$ cat src/rtl/lfsr_gf2_pkg.sv
package lfsr_gf2_pkg;

    // Structural choice for the XOR feedback
    typedef enum logic {
        VAR_INTERNAL = 1'b0,   // XORs in series between flops
        VAR_EXTERNAL = 1'b1    // XORs as a parity tree on flop outputs
    } variant_e;

    // Operation encoding as seen on the mode pin
    typedef enum logic {
        OP_DIV = 1'b0,
        OP_MUL = 1'b1
    } op_e;

    // Default polynomial: x^4 + x + 1 (leading term implied)
    localparam int             DEF_DEG  = 4;
    localparam logic [DEF_DEG-1:0] DEF_TAPS = 4'b0011;

    // Per-step control derived from the operation
    typedef struct packed {
        logic fb;     // feedback bit driving the taps
        logic shin;   // bit shifted into the low end
        logic outb;   // serial output bit
    } step_t;

endpackage

$ cat src/rtl/lfsr_gf2_int_core.sv
module lfsr_gf2_int_core
    import lfsr_gf2_pkg::*;
#(
    parameter int             DEG  = DEF_DEG,
    parameter logic [DEG-1:0] TAPS = DEF_TAPS
) (
    input  logic           clk,
    input  logic           rst,
    input  logic           clear,
    input  logic           step,
    input  op_e            op,
    input  logic           din,
    output logic           qout,
    output logic [DEG-1:0] rem
);

    logic [DEG-1:0] r_q;
    logic [DEG-1:0] r_d;
    step_t          ctl;

    // Divide: the top bit leaves as the quotient and folds back through the taps.
    // Multiply: the input itself drives the taps, and the top bit adds the delayed terms.
    always_comb begin
        if (op == OP_MUL) begin
            ctl.fb   = din;
            ctl.shin = 1'b0;
            ctl.outb = din ^ r_q[DEG-1];
        end else begin
            ctl.fb   = r_q[DEG-1];
            ctl.shin = din;
            ctl.outb = r_q[DEG-1];
        end
        r_d = {r_q[DEG-2:0], ctl.shin} ^ (TAPS & {DEG{ctl.fb}});
    end

    always_ff @(posedge clk) begin
        if (rst || clear) begin
            r_q <= '0;
        end else if (step) begin
            r_q <= r_d;
        end
    end

    assign qout = ctl.outb;
    assign rem  = r_q;

endmodule

$ cat src/rtl/lfsr_gf2_ext_core.sv
module lfsr_gf2_ext_core
    import lfsr_gf2_pkg::*;
#(
    parameter int             DEG  = DEF_DEG,
    parameter logic [DEG-1:0] TAPS = DEF_TAPS
) (
    input  logic           clk,
    input  logic           rst,
    input  logic           clear,
    input  logic           step,
    input  op_e            op,
    input  logic           din,
    output logic           qout,
    output logic [DEG-1:0] rem
);

    // s_q[k-1] holds the value shifted in k accepted steps ago
    logic [DEG-1:0] s_q;
    logic           par;
    logic [DEG-1:0] hi;
    step_t          ctl;

    // Parity tree: coefficient x^j of Q looks back DEG-j steps
    always_comb begin
        par = 1'b0;
        for (int j = 0; j < DEG; j++) begin
            par = par ^ (TAPS[j] & s_q[DEG-1-j]);
        end
    end

    always_comb begin
        ctl.fb = par;
        if (op == OP_MUL) begin
            ctl.shin = din;
            ctl.outb = din ^ par;
        end else begin
            ctl.shin = din ^ par;
            ctl.outb = s_q[DEG-1];
        end
    end

    always_ff @(posedge clk) begin
        if (rst || clear) begin
            s_q <= '0;
        end else if (step) begin
            s_q <= {s_q[DEG-2:0], ctl.shin};
        end
    end

    // The held look-ahead quotient T maps to remainder T + hi(T * Qlow) / x^DEG
    always_comb begin
        hi = '0;
        for (int j = 1; j < DEG; j++) begin
            if (TAPS[j]) begin
                hi = hi ^ (s_q >> (DEG - j));
            end
        end
        rem = s_q ^ hi;
    end

    assign qout = ctl.outb;

endmodule

$ cat src/rtl/lfsr_gf2_muldiv.sv
module lfsr_gf2_muldiv
    import lfsr_gf2_pkg::*;
#(
    parameter int             DEG     = DEF_DEG,
    parameter logic [DEG-1:0] TAPS    = DEF_TAPS,
    parameter variant_e       VARIANT = VAR_INTERNAL
) (
    input  logic           clk,
    input  logic           rst,
    input  logic           clear,
    input  logic           mode,
    input  logic           din,
    input  logic           valid,
    output logic           qout,
    output logic [DEG-1:0] rem
);

    op_e  op;
    logic step;

    assign op   = op_e'(mode);
    assign step = valid & ~clear;

    generate
        if (VARIANT == VAR_EXTERNAL) begin : g_ext
            lfsr_gf2_ext_core #(.DEG(DEG), .TAPS(TAPS)) u_core (
                .clk  (clk),
                .rst  (rst),
                .clear(clear),
                .step (step),
                .op   (op),
                .din  (din),
                .qout (qout),
                .rem  (rem)
            );
        end else begin : g_int
            lfsr_gf2_int_core #(.DEG(DEG), .TAPS(TAPS)) u_core (
                .clk  (clk),
                .rst  (rst),
                .clear(clear),
                .step (step),
                .op   (op),
                .din  (din),
                .qout (qout),
                .rem  (rem)
            );
        end
    endgenerate

endmodule

$ cat config.mk
export PLATFORM = sky130hd
export DESIGN_NAME = lfsr_gf2_muldiv
export DESIGN_NICKNAME = d
export VERILOG_FILES = /design/src/rtl/lfsr_gf2_pkg.sv /design/src/rtl/lfsr_gf2_int_core.sv /design/src/rtl/lfsr_gf2_ext_core.sv /design/src/rtl/lfsr_gf2_muldiv.sv
export SDC_FILE = /design/constraint.sdc
export NUM_CORES = 1
export LEC_CHECK = 0
export BUFFER_PORTS_ARGS = -buffer_cell sky130_fd_sc_hd__buf_2
export CAP_MARGIN = 25
export CORE_AREA = 2 2 39 41
export DETAILED_ROUTE_END_ITERATION = 8
export DIE_AREA = 0 0 41 43
export GPL_TIMING_DRIVEN = 0
export SLEW_MARGIN = 25
export SYNTH_ARGS = -nofsm -noshare
export SYNTH_HDL_FRONTEND = slang
export SYNTH_SLANG_ARGS = --single-unit
$ cat constraint.sdc
create_clock -name clk -period 1.3 [get_ports clk]
set_input_delay 0.13 -clock clk [delete_from_list [all_inputs] [get_ports clk]]
set_output_delay 0.13 -clock clk [all_outputs]
set_load 0.05 [all_outputs]
==> results.py, run 1 <==
metrics = {
    "outcome": {
        "run_status": "finished, final reports clean",
    },
    "final_layout": {
        "max_reg_flops": 4,
        "regArea_um2": 80.1,
        "multi_input_area_um2": 120,
        "finish.net_count": 43,
        "area.growth.synth_to_final_pct": 44.7,
        "number_of_fillers_in_the_final_layout": 151,
        "final_cell_mix": "sky130_fd_sc_hd__buf_2 (10), sky130_fd_sc_hd__dfxtp_1 (4), sky130_fd_sc_hd__mux2i_1 (3), sky130_fd_sc_hd__clkbuf_4 (3)",
        "post_route_cells_drive_above_1_share": 0.486,
        "leading_cell_type_in_the_layout_fill_and_taps_excluded": "sky130_fd_sc_hd__buf_2",
        "antenna_cells": 0,
    },
    "clock_tree": {
        "cts_resized": 0,
        "htree_num_levels": 1,
        "max-clock-path-buffers": 2,
        "tritoncts_num_sinks": 4,
        "clock_tree.root_cell": "sky130_fd_sc_hd__clkbuf_4",
        "ctsHoldBuffers": 0,
        "clock_latency_ns": 0.23,
        "cts_tree": "done",
        "cts_made_buffers": 3,
        "clkTransAtPathRegs_ns": 0.03,
        "post_cts.repair.setup_buffers": 0,
    },
    "timing": {
        "finalHoldViolCount": 0,
        "final.min_clock_period_ns": 1.17,
        "fin_hold_ws_ns": 0.0859,
        "slew-limit-headroom": 0.855,
        "tightestPinTransition_ns": 0.212,
        "worst_clock_skew_ns": 0.000524,
        "rsz0062_at_grt": "false",
        "timing_max_transition_violations_final": 0,
        "setup_viol_count_final": 0,
        "finalSetupTns_ns": 0,
        "fmaxAchievable_ghz": 0.855,
        "period_share": 0.900,
    },
    "floorplan": {
        "top_level_ports": 11,
        "total_core_area_mm2": 0.00138,
        "die_area_mm2": 0.00176,
        "die-width_um": 41,
        "num_rows": 14,
        "initial_utilization": 0.154,
        "die_h_um": 43,
    },
    "drt": {
        "drtAntennaViolNets": 0,
        "first_pass_iters": 4,
        "drc": 0,
        "routed-via-count": 196,
        "finalWirelength_um": 406,
        "first_iter_violations": 4,
        "viasPerCell": 3.84,
        "wl_per_cell_um": 7.96,
    },
    "setup_path": {
        "cp_endpoint_kind": "output pin",
        "timing.critical_path.arrival_ns": 1.04,
        "timing.setup.critical_path_class": "reg2out",
        "worst-endpoint-required_ns": 1.17,
        "timing.critical_path.fanout_max": 5,
        "setup.worst_path.start_class": "register",
    },
    "synthesis": {
        "syn_nets": 29,
        "syn_avg_cell_area_um2": 9.25,
        "post-synth-top-area-cell": "sky130_fd_sc_hd__dfxtp_1",
        "sequential_share_of_the_synthesized_area": 0.376,
        "post-synth-top-area-fraction": 0.376,
        "post_synth_inst_count": 23,
        "synth.yosys.warnings": 0,
        "synth.top_cells.by_area": "sky130_fd_sc_hd__dfxtp_1 (38%), sky130_fd_sc_hd__mux2i_1 (14%), sky130_fd_sc_hd__xnor2_1 (8.2%)",
        "ys_ff_latch": 4,
        "ys_types": 14,
        "syn_area_um2": 213,
    },
    "global_route": {
        "grt_overflow": 0,
        "grt_pass1_vias": 156,
        "grt_first_pass_wirelength_um": 614,
        "antenna_found_initial": 0,
        "largest_net_degree_at_the_start_of_global_routing": 8,
        "gr-usage-all-layers": 0.0614,
    },
    "power_and_ir_drop": {
        "pwr_density_cell_mw_per_mm2": 1060,
        "peakVddDrop_mv": 0.371,
        "total_leakage_power_nw": 0.148,
    },
    "hold_path": {
        "hold_path.class": "in2reg",
    },
    "placed_design": {
        "input_output_buffers": 9,
        "routabilityCongestion": 0.704,
        "detailed_place_hpwl_um": 337,
    },
    "run": {
        "max_cap_violations": 0,
    },
}
## logic make-up (layout without fill, tap and decap cells)
family                    after synthesis  after routing  share of synthesized area
xor gates and xnor gates                2              2                     0.0824
DFF                                     4              4                      0.376
AOI/OAI and AO/OA                       3              3                     0.0823
muxes                                   3              3                      0.141
buffers and inverters                   3             15                     0.0941
and+or+nand+nor                         8              8                      0.224
## through the flow
stage                util  instance area, um2  instances  total power, W  setup WS, ns
detailed placement  0.206                 285         48        0.000178         0.363
CTS                 0.222                 308         51        0.000337         0.103
global route        0.222                 308         51        0.000354        0.0720
finish              0.222                 308         51        0.000326         0.130
floorplan               -                 220         23        0.000163        0.0628
global placement    0.206                 285         48        0.000177         0.360
## where the power goes
group          total [W]  switching [W]  internal, W
sequential      0.000128     0.00000216     0.000126
combinational  0.0000478      0.0000296    0.0000182
clock           0.000150      0.0000470     0.000103
## final timing paths
path / from / to / slack [ns] / depth (start not counted)
hold reg to reg: g_int.u_core.rem[1] / g_int.u_core.rem[1] / 0.53 / 2
hold / removal: rst / g_int.u_core.rem[3] / 0.09 / 2
setup reg to reg: g_int.u_core.rem[3] / g_int.u_core.rem[0] / 0.41 / 3
setup / recovery: g_int.u_core.rem[3] / qout / 0.13 / 2
## layer usage
metal	wire, um	track usage	vias to the layer above
met5	0	0	-
met4	8	0.0600	0
met3	72	0.0628	2
met2	164	0.0688	10
met1	161	0.0583	79
li1	-	-	105
## cell usage after synthesis
cell type / count
sky130_fd_sc_hd__a21oi_1: 1
sky130_fd_sc_hd__and2b_2: 1
sky130_fd_sc_hd__buf_2: 1
sky130_fd_sc_hd__buf_4: 2
sky130_fd_sc_hd__dfxtp_1: 4
sky130_fd_sc_hd__mux2i_1: 3
sky130_fd_sc_hd__nand2_1: 1
sky130_fd_sc_hd__nand3b_1: 2
sky130_fd_sc_hd__nand4_1: 1
sky130_fd_sc_hd__nor2_1: 1
sky130_fd_sc_hd__nor3_1: 2
sky130_fd_sc_hd__o211ai_1: 1
sky130_fd_sc_hd__o21ai_0: 1
sky130_fd_sc_hd__xnor2_1: 2
## worst max-delay path, cell delays in order, from the launching register on
cell and delay (ns):
sky130_fd_sc_hd__dfxtp_1 0.41, sky130_fd_sc_hd__xnor2_2 0.13, sky130_fd_sc_hd__buf_2 0.27
## area by class of cell
| type | instances | area share |
|---|---|---|
| clock buffer | 3 | 0.0732 |
| tap | 16 | 0.0650 |
| multi-input combinational | 16 | 0.390 |
| buffer | 3 | 0.0650 |
| timing repair buffer | 9 | 0.146 |
| sequential | 4 | 0.260 |
No activity file was read; power rests on OpenSTA's default activity.
==> run 2: changes to the inputs <==
PLACE_DENSITY = 0.37   (was default)
==> run 2 against run 1 <==
Compared with the run above:
- clock skew is 0.0058 ns higher
- final area stayed put
- power is 3.3% higher
- wire length is 5.4% higher
- final cell count stayed put
- sequential power hardly changed
- global-route usage is 0.99 points higher
- maximum frequency is 0.42% lower
- count of clock-buffer cells in the layout stayed put
- sequential share of layout area stayed put
- largest power group unchanged
==> results.py, run 2 (synthesis results as in run 1) <==
metrics = {
    "clock_tree": {
        "cts_resized": 0,
        "htree_num_levels": 1,
        "cts_made_buffers": 3,
        "ctsHoldBuffers": 0,
        "clock_tree.root_cell": "sky130_fd_sc_hd__clkbuf_4",
        "post_cts.repair.setup_buffers": 0,
        "clkTransAtPathRegs_ns": 0.03,
        "tritoncts_num_sinks": 4,
        "clock_latency_ns": 0.24,
        "max-clock-path-buffers": 2,
        "cts_tree": "done",
    },
    "setup_path": {
        "timing.critical_path.fanout_max": 5,
        "timing.setup.critical_path_class": "reg2out",
        "critical_path.reg2reg.startpoint": "g_int.u_core.rem[3]",
        "timing_startpoint_of_the_critical_path": "g_int.u_core.rem[3]",
        "ff2ff_setup_slack_ns": 0.43,
        "cp_endpoint_kind": "output pin",
        "timing.critical_path.arrival_ns": 1.04,
        "worst-endpoint-required_ns": 1.17,
        "setup.worst_path.start_class": "register",
    },
    "drt": {
        "drc": 0,
        "first_iter_violations": 1,
        "wl_per_cell_um": 8.39,
        "drtAntennaViolNets": 0,
        "finalWirelength_um": 428,
        "routed-via-count": 198,
        "viasPerCell": 3.88,
        "first_pass_iters": 2,
    },
    "power_and_ir_drop": {
        "total_leakage_power_nw": 0.148,
        "peakVddDrop_mv": 0.360,
        "total_power_w": 0.000337,
        "pwr_density_cell_mw_per_mm2": 1090,
    },
    "hold_path": {
        "min_from": "rst",
        "hold_path.class": "in2reg",
    },
    "timing": {
        "setup_viol_count_final": 0,
        "final.min_clock_period_ns": 1.17,
        "finalSetupTns_ns": 0,
        "rsz0062_at_grt": "false",
        "finalHoldViolCount": 0,
        "worst_clock_skew_ns": 0.00629,
        "period_share": 0.904,
        "timing_max_transition_violations_final": 0,
        "fmaxAchievable_ghz": 0.851,
        "slew-limit-headroom": 0.834,
        "tightestPinTransition_ns": 0.248,
    },
    "global_route": {
        "grt_overflow": 0,
        "grt_first_pass_wirelength_um": 703,
        "grt_pass1_vias": 175,
        "largest_net_degree_at_the_start_of_global_routing": 8,
        "gr-usage-all-layers": 0.0713,
        "antenna_found_initial": 0,
    },
    "final_layout": {
        "finish.net_count": 43,
        "layout.cells.non_filler": 51,
        "leading_cell_type_in_the_layout_fill_and_taps_excluded": "sky130_fd_sc_hd__buf_2",
        "final_cell_mix": "sky130_fd_sc_hd__buf_2 (10), sky130_fd_sc_hd__dfxtp_1 (4), sky130_fd_sc_hd__mux2i_1 (3), sky130_fd_sc_hd__clkbuf_4 (3)",
        "number_of_fillers_in_the_final_layout": 157,
        "regArea_um2": 80.1,
        "area.growth.synth_to_final_pct": 44.7,
        "post_route_cells_drive_above_1_share": 0.486,
        "post-route-cell-area_um2": 308,
        "multi_input_area_um2": 120,
        "max_reg_flops": 4,
        "antenna_cells": 0,
    },
    "placed_design": {
        "input_output_buffers": 9,
        "place_area_um2": 285,
        "routabilityCongestion": 0.627,
        "dp_cells": 48,
    },
    "floorplan": {
        "die-width_um": 41,
        "top_level_ports": 11,
        "num_rows": 14,
        "die_h_um": 43,
        "total_core_area_mm2": 0.00138,
        "die_area_mm2": 0.00176,
        "initial_utilization": 0.154,
    },
    "outcome": {
        "run_status": "finished, final reports clean",
    },
    "run": {
        "max_cap_violations": 0,
    },
}
==> run 2: power breakdown <==
| group | total (W) | internal [W] | switching, W |
|---|---|---|---|
| combinational | 0.0000477 | 0.0000182 | 0.0000295 |
| sequential | 0.000128 | 0.000126 | 0.00000190 |
| clock | 0.000161 | 0.000104 | 0.0000576 |
| total | 0.000337 | 0.000248 | 0.0000889 |
==> run 2: per-layer routing <==
layer	vias up	track usage	routed length (um)
met3	4	0.0995	79
li1	105	-	-
met2	9	0.0750	179
met5	-	0	0
met4	0	0.0600	14
met1	80	0.0611	153
==> run 2: area by class of cell <==
class,count,area share
Sequential cell,4,0.260
Clock buffer,3,0.0732
Timing Repair Buffer,9,0.146
Buffer,3,0.0650
Multi-Input combinational cell,16,0.390
Tap cell,16,0.0650
==> run 2: path summary, 6_finish.rpt <==
kind,end,depth (start not counted)
setup / recovery,qout,2
hold / removal,g_int.u_core.rem[2],2
hold reg to reg,g_int.u_core.rem[1],2
setup reg to reg,g_int.u_core.rem[0],3
==> run 2: worst max-delay path, cell delays in order (launching register included) <==
cell                      delay (ns)
sky130_fd_sc_hd__dfxtp_1        0.41
sky130_fd_sc_hd__xnor2_2        0.13
sky130_fd_sc_hd__buf_2          0.27
==> run 2: stage by stage <==
step	hold slack [ns]	util	setup slack, ns
floorplan	0.207	-	0.0628
global placement	0.325	0.206	0.367
detailed placement	0.326	0.206	0.357
CTS	0.0727	0.222	0.103
global route	0.0811	0.222	0.0445
finish	0.0766	0.222	0.125
